`src/rtl/cwf_pkg.sv`:
```
package cwf_pkg;

  // Refill sequencer phase
  typedef enum logic {
    PH_IDLE = 1'b0,
    PH_FILL = 1'b1
  } phase_e;

endpackage

```
`src/rtl/cwf_beat_seq.sv`:
```
module cwf_beat_seq
  import cwf_pkg::*;
#(
  parameter int WORDS = 8,
  parameter int OFS_W = 3
) (
  input  logic             clk,
  input  logic             rst_n,
  input  logic             start,
  input  logic [OFS_W-1:0] start_ofs,
  input  logic             beat_valid,
  output logic             busy,
  output logic             beat_fire,
  output logic             first_fire,
  output logic [OFS_W-1:0] wr_ofs,
  output logic             line_done
);

  localparam logic [OFS_W-1:0] LAST = OFS_W'(WORDS - 1);

  phase_e           ph;
  logic [OFS_W-1:0] cnt;
  logic [OFS_W-1:0] crit;
  logic             done_q;
  logic             last;

  assign busy       = (ph == PH_FILL);
  assign beat_fire  = beat_valid && busy;
  assign first_fire = beat_fire && (cnt == '0);
  // word count is a power of two, so the sum wraps around the line
  assign wr_ofs     = crit + cnt;
  assign last       = (cnt == LAST);
  assign line_done  = done_q;

  always_ff @(posedge clk) begin
    if (!rst_n) begin
      ph     <= PH_IDLE;
      cnt    <= '0;
      crit   <= '0;
      done_q <= 1'b0;
    end else begin
      done_q <= 1'b0;
      if (start) begin
        ph   <= PH_FILL;
        cnt  <= '0;
        crit <= start_ofs;
      end else if (beat_fire) begin
        cnt <= cnt + 1'b1;
        if (last) begin
          ph     <= PH_IDLE;
          done_q <= 1'b1;
        end
      end
    end
  end


  done_pulse_chk: assert property (@(posedge clk) disable iff (!rst_n)
    line_done |=> !line_done);


  ofs_hold_chk: assert property (@(posedge clk) disable iff (!rst_n)
    (busy && !beat_fire && !start) |=> $stable(wr_ofs));

endmodule

```
`src/rtl/cwf_line_store.sv`:
```
module cwf_line_store #(
  parameter int WORDS  = 8,
  parameter int DATA_W = 64,
  parameter int OFS_W  = 3
) (
  input  logic                    clk,
  input  logic                    rst_n,
  input  logic                    clr,
  input  logic                    wr_en,
  input  logic [OFS_W-1:0]        wr_ofs,
  input  logic [DATA_W-1:0]       wr_data,
  output logic [WORDS-1:0]        vbits,
  output logic [WORDS*DATA_W-1:0] line_flat,
  output logic                    line_full
);

  for (genvar w = 0; w < WORDS; w++) begin : g_word
    logic [DATA_W-1:0] word_q;
    logic              vld_q;
    logic              hit;

    assign hit = wr_en && (wr_ofs == OFS_W'(w));

    always_ff @(posedge clk) begin
      if (!rst_n) begin
        word_q <= '0;
        vld_q  <= 1'b0;
      end else begin
        if (clr) begin
          vld_q <= 1'b0;
        end else if (hit) begin
          vld_q <= 1'b1;
        end
        if (hit) begin
          word_q <= wr_data;
        end
      end
    end

    assign vbits[w]                        = vld_q;
    assign line_flat[w*DATA_W +: DATA_W]   = word_q;
  end

  assign line_full = &vbits;


  clear_chk: assert property (@(posedge clk) disable iff (!rst_n)
    clr |=> !line_full);


  full_hold_chk: assert property (@(posedge clk) disable iff (!rst_n)
    (line_full && !clr) |=> line_full);

endmodule

```
`src/rtl/cwf_load_table.sv`:
```
module cwf_load_table #(
  parameter int SLOTS  = 4,
  parameter int WORDS  = 8,
  parameter int DATA_W = 64,
  parameter int OFS_W  = 3,
  parameter int ID_W   = 4
) (
  input  logic                    clk,
  input  logic                    rst_n,
  input  logic                    crit_load,
  input  logic [OFS_W-1:0]        crit_ofs,
  input  logic [ID_W-1:0]         crit_id,
  input  logic                    ld_fire,
  input  logic [OFS_W-1:0]        ld_ofs,
  input  logic [ID_W-1:0]         ld_id,
  input  logic [WORDS-1:0]        vbits,
  input  logic [WORDS*DATA_W-1:0] line_flat,
  input  logic                    beat_fire,
  input  logic [OFS_W-1:0]        beat_ofs,
  input  logic [DATA_W-1:0]       beat_data,
  input  logic                    rsp_ready,
  output logic                    rsp_valid,
  output logic [ID_W-1:0]         rsp_id,
  output logic [DATA_W-1:0]       rsp_data,
  output logic                    any_pend,
  output logic                    slot_free
);

  localparam int SLOT_W = (SLOTS > 1) ? $clog2(SLOTS) : 1;

  logic [SLOTS-1:0]  pend;
  logic [OFS_W-1:0]  sofs [SLOTS];
  logic [ID_W-1:0]   sid  [SLOTS];
  logic [SLOTS-1:0]  elig;
  logic [SLOT_W-1:0] sel;
  logic              found;
  logic [SLOT_W-1:0] fidx;
  logic [OFS_W-1:0]  rd_ofs;
  logic [DATA_W-1:0] pick;
  logic              load_en;

  for (genvar i = 0; i < SLOTS; i++) begin : g_elig
    assign elig[i] = pend[i] &&
                     (vbits[sofs[i]] || (beat_fire && (beat_ofs == sofs[i])));
  end

  always_comb begin
    found = 1'b0;
    sel   = '0;
    for (int i = SLOTS - 1; i >= 0; i--) begin
      if (elig[i]) begin
        found = 1'b1;
        sel   = SLOT_W'(i);
      end
    end
  end

  always_comb begin
    fidx = '0;
    for (int i = SLOTS - 1; i >= 0; i--) begin
      if (!pend[i]) begin
        fidx = SLOT_W'(i);
      end
    end
  end

  assign rd_ofs    = sofs[sel];
  assign pick      = vbits[rd_ofs] ? line_flat[rd_ofs*DATA_W +: DATA_W] : beat_data;
  assign load_en   = !rsp_valid || rsp_ready;
  assign any_pend  = |pend;
  assign slot_free = ~&pend;

  always_ff @(posedge clk) begin
    if (!rst_n) begin
      pend      <= '0;
      rsp_valid <= 1'b0;
      rsp_id    <= '0;
      rsp_data  <= '0;
      for (int i = 0; i < SLOTS; i++) begin
        sofs[i] <= '0;
        sid[i]  <= '0;
      end
    end else begin
      if (load_en) begin
        if (found) begin
          rsp_valid <= 1'b1;
          rsp_id    <= sid[sel];
          rsp_data  <= pick;
          pend[sel] <= 1'b0;
        end else begin
          rsp_valid <= 1'b0;
        end
      end
      if (ld_fire) begin
        pend[fidx] <= 1'b1;
        sofs[fidx] <= ld_ofs;
        sid[fidx]  <= ld_id;
      end
      if (crit_load) begin
        pend[0] <= 1'b1;
        sofs[0] <= crit_ofs;
        sid[0]  <= crit_id;
      end
    end
  end


  rsp_hold_chk: assert property (@(posedge clk) disable iff (!rst_n)
    (rsp_valid && !rsp_ready) |=> (rsp_valid && $stable(rsp_id) && $stable(rsp_data)));


  slot_take_chk: assert property (@(posedge clk) disable iff (!rst_n)
    (ld_fire && !crit_load) |=> ($countones(pend) >= 1));

endmodule

```
`src/rtl/cwf_fill_buf.sv`:
```
module cwf_fill_buf #(
  parameter int LINE_BYTES = 64,
  parameter int WORD_BYTES = 8,
  parameter int SLOTS      = 4,
  parameter int ID_W       = 4,
  localparam int WORDS     = LINE_BYTES / WORD_BYTES,
  localparam int DATA_W    = WORD_BYTES * 8,
  localparam int OFS_W     = $clog2(WORDS),
  localparam int LINE_W    = LINE_BYTES * 8
) (
  input  logic              clk,
  input  logic              rst_n,
  input  logic              fill_valid,
  output logic              fill_ready,
  input  logic [OFS_W-1:0]  fill_ofs,
  input  logic [ID_W-1:0]   fill_id,
  input  logic              beat_valid,
  output logic              beat_ready,
  input  logic [DATA_W-1:0] beat_data,
  input  logic              ld_valid,
  output logic              ld_ready,
  input  logic [OFS_W-1:0]  ld_ofs,
  input  logic [ID_W-1:0]   ld_id,
  output logic              rsp_valid,
  input  logic              rsp_ready,
  output logic [ID_W-1:0]   rsp_id,
  output logic [DATA_W-1:0] rsp_data,
  output logic              line_done,
  output logic              line_full,
  output logic [LINE_W-1:0] line_data
);

  logic             busy;
  logic             beat_fire;
  logic             first_fire;
  logic [OFS_W-1:0] wr_ofs;
  logic [WORDS-1:0] vbits;
  logic             any_pend;
  logic             slot_free;
  logic             fill_fire;
  logic             ld_fire;

  assign fill_ready = !busy && !any_pend && !rsp_valid;
  assign fill_fire  = fill_valid && fill_ready;
  assign beat_ready = busy;
  assign ld_ready   = busy && slot_free;
  assign ld_fire    = ld_valid && ld_ready;

  cwf_beat_seq #(
    .WORDS (WORDS),
    .OFS_W (OFS_W)
  ) u_seq (
    .clk        (clk),
    .rst_n      (rst_n),
    .start      (fill_fire),
    .start_ofs  (fill_ofs),
    .beat_valid (beat_valid),
    .busy       (busy),
    .beat_fire  (beat_fire),
    .first_fire (first_fire),
    .wr_ofs     (wr_ofs),
    .line_done  (line_done)
  );

  cwf_line_store #(
    .WORDS  (WORDS),
    .DATA_W (DATA_W),
    .OFS_W  (OFS_W)
  ) u_store (
    .clk       (clk),
    .rst_n     (rst_n),
    .clr       (fill_fire),
    .wr_en     (beat_fire),
    .wr_ofs    (wr_ofs),
    .wr_data   (beat_data),
    .vbits     (vbits),
    .line_flat (line_data),
    .line_full (line_full)
  );

  cwf_load_table #(
    .SLOTS  (SLOTS),
    .WORDS  (WORDS),
    .DATA_W (DATA_W),
    .OFS_W  (OFS_W),
    .ID_W   (ID_W)
  ) u_tab (
    .clk       (clk),
    .rst_n     (rst_n),
    .crit_load (fill_fire),
    .crit_ofs  (fill_ofs),
    .crit_id   (fill_id),
    .ld_fire   (ld_fire),
    .ld_ofs    (ld_ofs),
    .ld_id     (ld_id),
    .vbits     (vbits),
    .line_flat (line_data),
    .beat_fire (beat_fire),
    .beat_ofs  (wr_ofs),
    .beat_data (beat_data),
    .rsp_ready (rsp_ready),
    .rsp_valid (rsp_valid),
    .rsp_id    (rsp_id),
    .rsp_data  (rsp_data),
    .any_pend  (any_pend),
    .slot_free (slot_free)
  );


  early_restart_chk: assert property (@(posedge clk) disable iff (!rst_n)
    first_fire |=> (rsp_valid && (rsp_data == $past(beat_data))));


  done_full_chk: assert property (@(posedge clk) disable iff (!rst_n)
    line_done |-> (line_full && !beat_ready));

endmodule

```
`config.mk`:
```
export PLATFORM = sky130hd
export DESIGN_NAME = cwf_fill_buf
export DESIGN_NICKNAME = d
export VERILOG_FILES = /design/src/rtl/cwf_pkg.sv /design/src/rtl/cwf_beat_seq.sv /design/src/rtl/cwf_line_store.sv /design/src/rtl/cwf_load_table.sv /design/src/rtl/cwf_fill_buf.sv
export SDC_FILE = /design/constraint.sdc
export NUM_CORES = 2
export LEC_CHECK = 0
export ABC_AREA = 1
export ABC_CLOCK_PERIOD_IN_PS = 4900
export BUFFER_PORTS_ARGS = -buffer_cell sky130_fd_sc_hd__buf_2
export CORE_MARGIN = 4
export CORE_UTILIZATION = 45
export CTS_BUF_LIST = sky130_fd_sc_hd__clkbuf_4
export DETAILED_ROUTE_END_ITERATION = 16
export PLACE_DENSITY = 0.78
export SETUP_SLACK_MARGIN = 0.2
export SLEW_MARGIN = 20
export SYNTH_ARGS = -nofsm -noshare
export SYNTH_HDL_FRONTEND = slang
export SYNTH_SLANG_ARGS = --single-unit
```
`constraint.sdc`:
```
create_clock -name clk -period 4.9 [get_ports clk]
set_clock_uncertainty 0.15 [all_clocks]
set_input_delay 0.735 -clock clk [delete_from_list [all_inputs] [get_ports clk]]
set_output_delay 0.735 -clock clk [all_outputs]
set_load 0.05 [all_outputs]
```
**After elaboration in Yosys (flattened, before gate mapping)**

Memory sizes are Yosys's and may differ from the RTL's. A register that Yosys moved wholly into a read port is not among the register bits.
Cells that the tools add are included.

- $add $sub $neg: 2
- Multiply operators: 0
- Div/mod/pow operators: 0
- Magnitude comparators: 9
- Eq/ne operators: 12
- Shift operators: 1
- Multiplexer cells: 52
- Bitwise operators: 7
- Reductions and logical operators: 46

Operators by type and width:

| operator | count |
|---|---|
| 512-bit by 10-bit indexed part select with 64-bit output | 1 |
| 64-bit 2-to-1 mux | 1 |
| 1-bit 2-to-1 mux | 26 |
| 1-bit logical AND | 24 |
| 4-bit 2-to-1 mux | 6 |
| 3-bit by 4-bit less-than comparator with 1-bit output, second input constant | 5 |
| 2-bit 2-to-1 mux | 10 |
| 1-bit binary-select mux with 3-bit select | 5 |
| 3-bit equality test, second input constant | 5 |
| 3-bit equality test | 4 |
| 8-bit AND reduction | 1 |
| 4-bit OR reduction | 2 |
| 3-bit by 2-bit equality test with 1-bit output, second input constant | 2 |
| 2-bit by 3-bit less-than comparator with 1-bit output, second input constant | 2 |
| 3-bit 2-to-1 mux | 2 |
| 3-bit OR reduction | 2 |
| 1-bit logical NOT | 5 |
| 1-bit logical OR | 5 |
| 4-bit AND | 1 |
| 1-bit demux with 2-bit select | 2 |
| 2-bit by 1-bit greater-or-equal comparator with 1-bit output, second input constant | 2 |
| 4-bit NOT | 1 |
| 4-bit bitwise OR | 1 |
| 2-bit AND reduction | 2 |
| other kinds (9) | 12 |

- Bits in registers: 597
- Bits in latches: 0
- RAM bits: 28
- ROM bits: 0
- Bits of input ports: 84
- Output and inout bits: 586
- Logic and storage cells: 154
- Memories kept: 2

Memories:

| memory | depth | bits a word | read ports | clocked after memory_dff | write ports | line | source |
|---|---|---|---|---|---|---|---|
| u_tab.sid | 4 | 4 | 1 | 1 | 4 | cwf_load_table.sv:33 | `logic [ID_W-1:0] sid [SLOTS];` |
| u_tab.sofs | 4 | 3 | 5 | 0 | 4 | cwf_load_table.sv:32 | `logic [OFS_W-1:0] sofs [SLOTS];` |

**Logic depth before layout (Yosys ltp)**

- Depth after elaboration: 21
- Mapped depth: 28
- Depth with buffers taken out: 26

**By module**

From an unflattened synthesis, not the netlist that was laid out.

- Cell total of the unflattened synthesis: 5218
- Area, all modules: 33068.0 um^2

By module, submodules not included:

| module | times used | cells an instance | area an instance (um^2) | seq. area each (um^2) |
|---|---|---|---|---|
| cwf_line_store | 1 | 2902 | 20254.4 | 10410.0 |
| cwf_load_table | 1 | 2246 | 12351.8 | 2302.2 |
| cwf_beat_seq | 1 | 60 | 421.7 | 160.2 |
| cwf_fill_buf | 1 | 10 | 40.0 | 0.0 |

**Worst setup path after synthesis**

Ideal clock, no wire load.

- Path type: reg2reg
- Start point: register u_seq.cnt[0]
- End point: register u_tab.rsp_data[19]
- Setup time: 118 ps
- Arrival time: 2953 ps
- Required time: 4632 ps
- Slack: 1679 ps
- Stages on the path, launching flop included: 23
- Buffers on the path: 2
- Period minus slack after synthesis: 3221 ps
- Cells stage by stage: dfxtp_1 ha_1 inv_1 fa_1 inv_2 nand2_1 nand3_1 nor2_1 nand3_1 a21oi_2 inv_1 nand2_2 nand3_4 nand3_1 nand2_2 inv_2 buf_2 clkbuf_1 nand3_1 nand2_1 nor2_1 nor2_1 nor2_1

- Cells in the longest elaborated chain, start to end: 13
- Elaborated cells between the ends (all ways): 31
- Classes of those cells: add/sub: 1; eq/ne: 4; shift: 1; mux: 11; reduce/logical: 13; memory: 1

Ends and longest elaborated chain:

| item | line | source |
|---|---|---|
| from (decl) | cwf_beat_seq.sv:22 | `logic [OFS_W-1:0] cnt;` |
| from (signal assigned) | cwf_beat_seq.sv:48 | `cnt <= cnt + 1'b1;` |
| 3-bit adder (*) | cwf_beat_seq.sv:31 | `assign wr_ofs = crit + cnt;` |
| branches (longest 12 deep; another with memory 4 x 3 bit) | n/a |  |
| to (signal assigned) | cwf_load_table.sv:88 | `rsp_data <= pick;` |
| to (decl) | cwf_load_table.sv:24 | `output logic [DATA_W-1:0] rsp_data,` |

Every way passes the cells marked *. The select of a mux whose other input is x is not followed.
A chain may end at the register's enable or synchronous reset.

**Final worst setup path**

- Start point: register u_seq.cnt[0]
- End point: register u_tab.rsp_data[37]

Same word-level chain as after synthesis.

==> impl_metrics.ini <==
[timing]
report.final.slew_viol_count = 0
hold_viol = 0
setup_viol = 0
tightest_slew_ns = 1.20
period_needed_ns = 4.50
post-route-period-util_pct = 91.9
rsz0062_at_grt = yes
fmax_mhz = 222
setup_tns_ns = 0
slew_headroom_pct = 19.9

[setup_path]
critPathRequiredTime_ns = 5.71
worstPathMaxFanout = 161
rr_startpoint = u_seq.cnt[0]$_SDFFE_PP0P_
rrSetupSlack_ns = 0.40
arrival_ns = 5.31
r2r-end = u_tab.rsp_data[37]$_SDFFE_PN0P_
endpoint_kind = flip-flop
cp-start-kind = flip-flop
reg2regPathDepth = 24
critPathKind = reg2reg

[route]
drt_iter0_drc = 5208
drcViolationCount = 0
antenna_left = 0
vias = 35600
wl_um = 138000
vias_per_cell = 5.99
firstDrtPassIters = 10
wl_per_cell_um = 23.1

[die]
num_rows = 94
io_pins = 670
dieWidth_um = 266
core-area_um2 = 65900
die_area_um2 = 70600
start_util_pct = 45.4
die_h_um = 266

[cts]
cts.sinks = 629
cts-htree-levels = 4
tritoncts = built
cts_buffers = 173
clkTransAtPathRegs_ns = 0.07
ctsLongestPathBuffers = 3
clock_tree.root_cell = clkbuf_4
clock_latency_ns = 1.07

[place]
portBuffers = 669
dp_hpwl_um = 86400
gp_congestion = 0.963
dpl.cell_count = 5548

[yosys]
ys_types = 36
synth_edf_count = 28
synthCells = 4405
syn_avg_cell_area_um2 = 6.79
syn_nets = 4493
syn_area_um2 = 29900
ys.flop_type = dfxtp_1
ys_seq_elements = 629
ys_top_cells_by_area = dfxtp_1 (40%), nand3_1 (19%), nand2_1 (13%)
synth_top_area_cell = dfxtp_1
synth_warnings = 0
async_flop_share_pct = 0
synth_top_cell_area_share_pct = 40.2
synth-seq-area-share_pct = 43.0

[grt]
grt_pass1_wl_um = 203000
grt_use_total_pct = 36.7
antenna_found_initial = 3
grt_remaining_overflow = 0
grt_pass1_vias = 32700
grt_start_max_net_pins = 205

[final_layout]
fin_nets = 5037
instances_no_fill = 5947
final_cell_mix = nand3_1 (1,117), nand2_1 (1,024), buf_2 (668)
drive_above_1_share_pct = 21.1
fillers = 6355
syn_to_final_growth_pct = 21.4
final_common_cell = nand3_1

[run]
maxCapViolCount = 0

[run_status]
outcome = completed

[worst_hold_path]
hold_path_class = in2reg
hold_end = u_store.g_word[5].word_q[35]$_SDFFE_PN0P_
whs_path_depth = 3
hp-start = beat_data[35]

[power]
powerDensity_nw_per_um2 = 352
p_leak_uw = 0.0158
vdd_drop_max_uv = 244
[where the power goes]
part           internal [uW]  total [uW]  switching (uW)  leakage (uW)
Clock                   2440        4830            2380       0.00130
Sequential              5310        5430             121       0.00514
Combinational            586        2520            1930       0.00937
[registers in the layout, indices dropped and copies added, names as in the netlist]
name / count
u_store.g_word.vld_q: 8
u_seq.busy: 1
u_tab.rsp_valid: 1
u_tab.sid: 16
u_seq.cnt: 3
u_tab.pend: 4
u_tab.sofs: 12
u_tab.rsp_id: 4
u_seq.crit: 3
u_tab.rsp_data: 64
u_store.g_word.word_q: 512
u_seq.line_done: 1
[critical path, stage by stage (launching register included)]
cell and delay (ns):
dfxtp_1 0.36, ha_1 0.16, inv_1 0.05, fa_1 0.72
inv_2 0.16, nand2_1 0.09, o211ai_1 0.08, nor2_1 0.11
nand3_1 0.07, nand2_1 0.18, nand2_4 0.11, nand2_4 0.12
nor2_4 0.07, nand2_1 0.08, nand2_2 0.09, inv_8 0.17
buf_12 0.41, nand3_1 0.15, nand2_1 0.11, nand2_1 0.05
nand3_1 0.20, nand2_1 0.08, nor2_1 0.09, nor2_1 0.05
nor2_1 0.07
[worst max-delay path by stage]
stage	from	end	slack (ns)	depth (start not counted)
5_1_grt	u_seq.cnt[0]$_SDFFE_PP0P_	u_tab.rsp_data[37]$_SDFFE_PN0P_	0.18	24
2_1_floorplan	u_seq.cnt[0]$_SDFFE_PP0P_	u_tab.rsp_data[19]$_SDFFE_PN0P_	1.68	22
4_1_cts	u_seq.cnt[0]$_SDFFE_PP0P_	u_tab.rsp_data[37]$_SDFFE_PN0P_	0.49	24
3_5_place_dp	u_seq.cnt[0]$_SDFFE_PP0P_	u_tab.rsp_data[37]$_SDFFE_PN0P_	0.48	24
3_3_place_gp	u_seq.cnt[0]$_SDFFE_PP0P_	u_tab.rsp_data[37]$_SDFFE_PN0P_	0.53	24
6_report	u_seq.cnt[0]$_SDFFE_PP0P_	u_tab.rsp_data[37]$_SDFFE_PN0P_	0.40	24
[layer usage]
layer / wire length [um] / track usage (%)
met5: 0 / 0
met4: 7960 / 18.9
met3: 20400 / 13.1
met2: 58500 / 54.4
met1: 50700 / 47.2
[stage by stage]
step | util, % | total power [uW] | area [um^2] | setup slack (ns) | hold WS (ns)
finish | 55.1 | 12800 | 36300 | 0.397 | 0.0528
CTS | 55.0 | 12700 | 36200 | 0.493 | 0.00944
global placement | 50.4 | 7900 | 33200 | 0.533 | 0.306
global route | 55.1 | 13200 | 36300 | 0.184 | 0.0623
floorplan | - | 7150 | 29900 | 1.68 | 0.303
detailed placement | 50.4 | 7920 | 33200 | 0.476 | 0.310
[what timing repair did]
item	in CTS	in global routing
endpoints found under the setup margin	0	30
hold endpoints to repair	505	0
hold buffers	83	0
resized for setup	0	2
buffers inserted	0	6
[layout make-up]
| type | count | area (um^2) | share of cell area [%] |
|---|---|---|---|
| antenna | 7 | 17.5 | 0.0483 |
| timing repair buffer | 815 | 4850 | 13.4 |
| sequential | 629 | 12900 | 35.5 |
| tap | 864 | 1080 | 2.98 |
| multi-input combinational | 3115 | 14500 | 39.9 |
| clock inverter | 40 | 211 | 0.583 |
| clock buffer | 262 | 1970 | 5.42 |
| inverter | 215 | 827 | 2.28 |
[synth_stat cells (12+ instances only)]
master    instances
nor2_1          192
buf_1            40
edfxtp_1         28
a21oi_1         541
nand2_1        1032
nand2_2          12
inv_1           203
clkbuf_1        268
o21ai_0         165
dfxtp_1         601
buf_4            24
nand3_1        1118
buf_2           112
[kinds of logic (layout without fill, tap and decap cells)]
logic type	Yosys count	in the layout	synth area share, %
other cells	0	7	0
fa+ha+maj	4	4	0.192
simple gates	2378	2379	35.2
xor+xnor	1	1	0.0293
compound gates	731	731	12.4
buf+inv	662	1332	9.16
flops	629	629	43.0
Note: power is estimated with default switching activity, not from simulation.
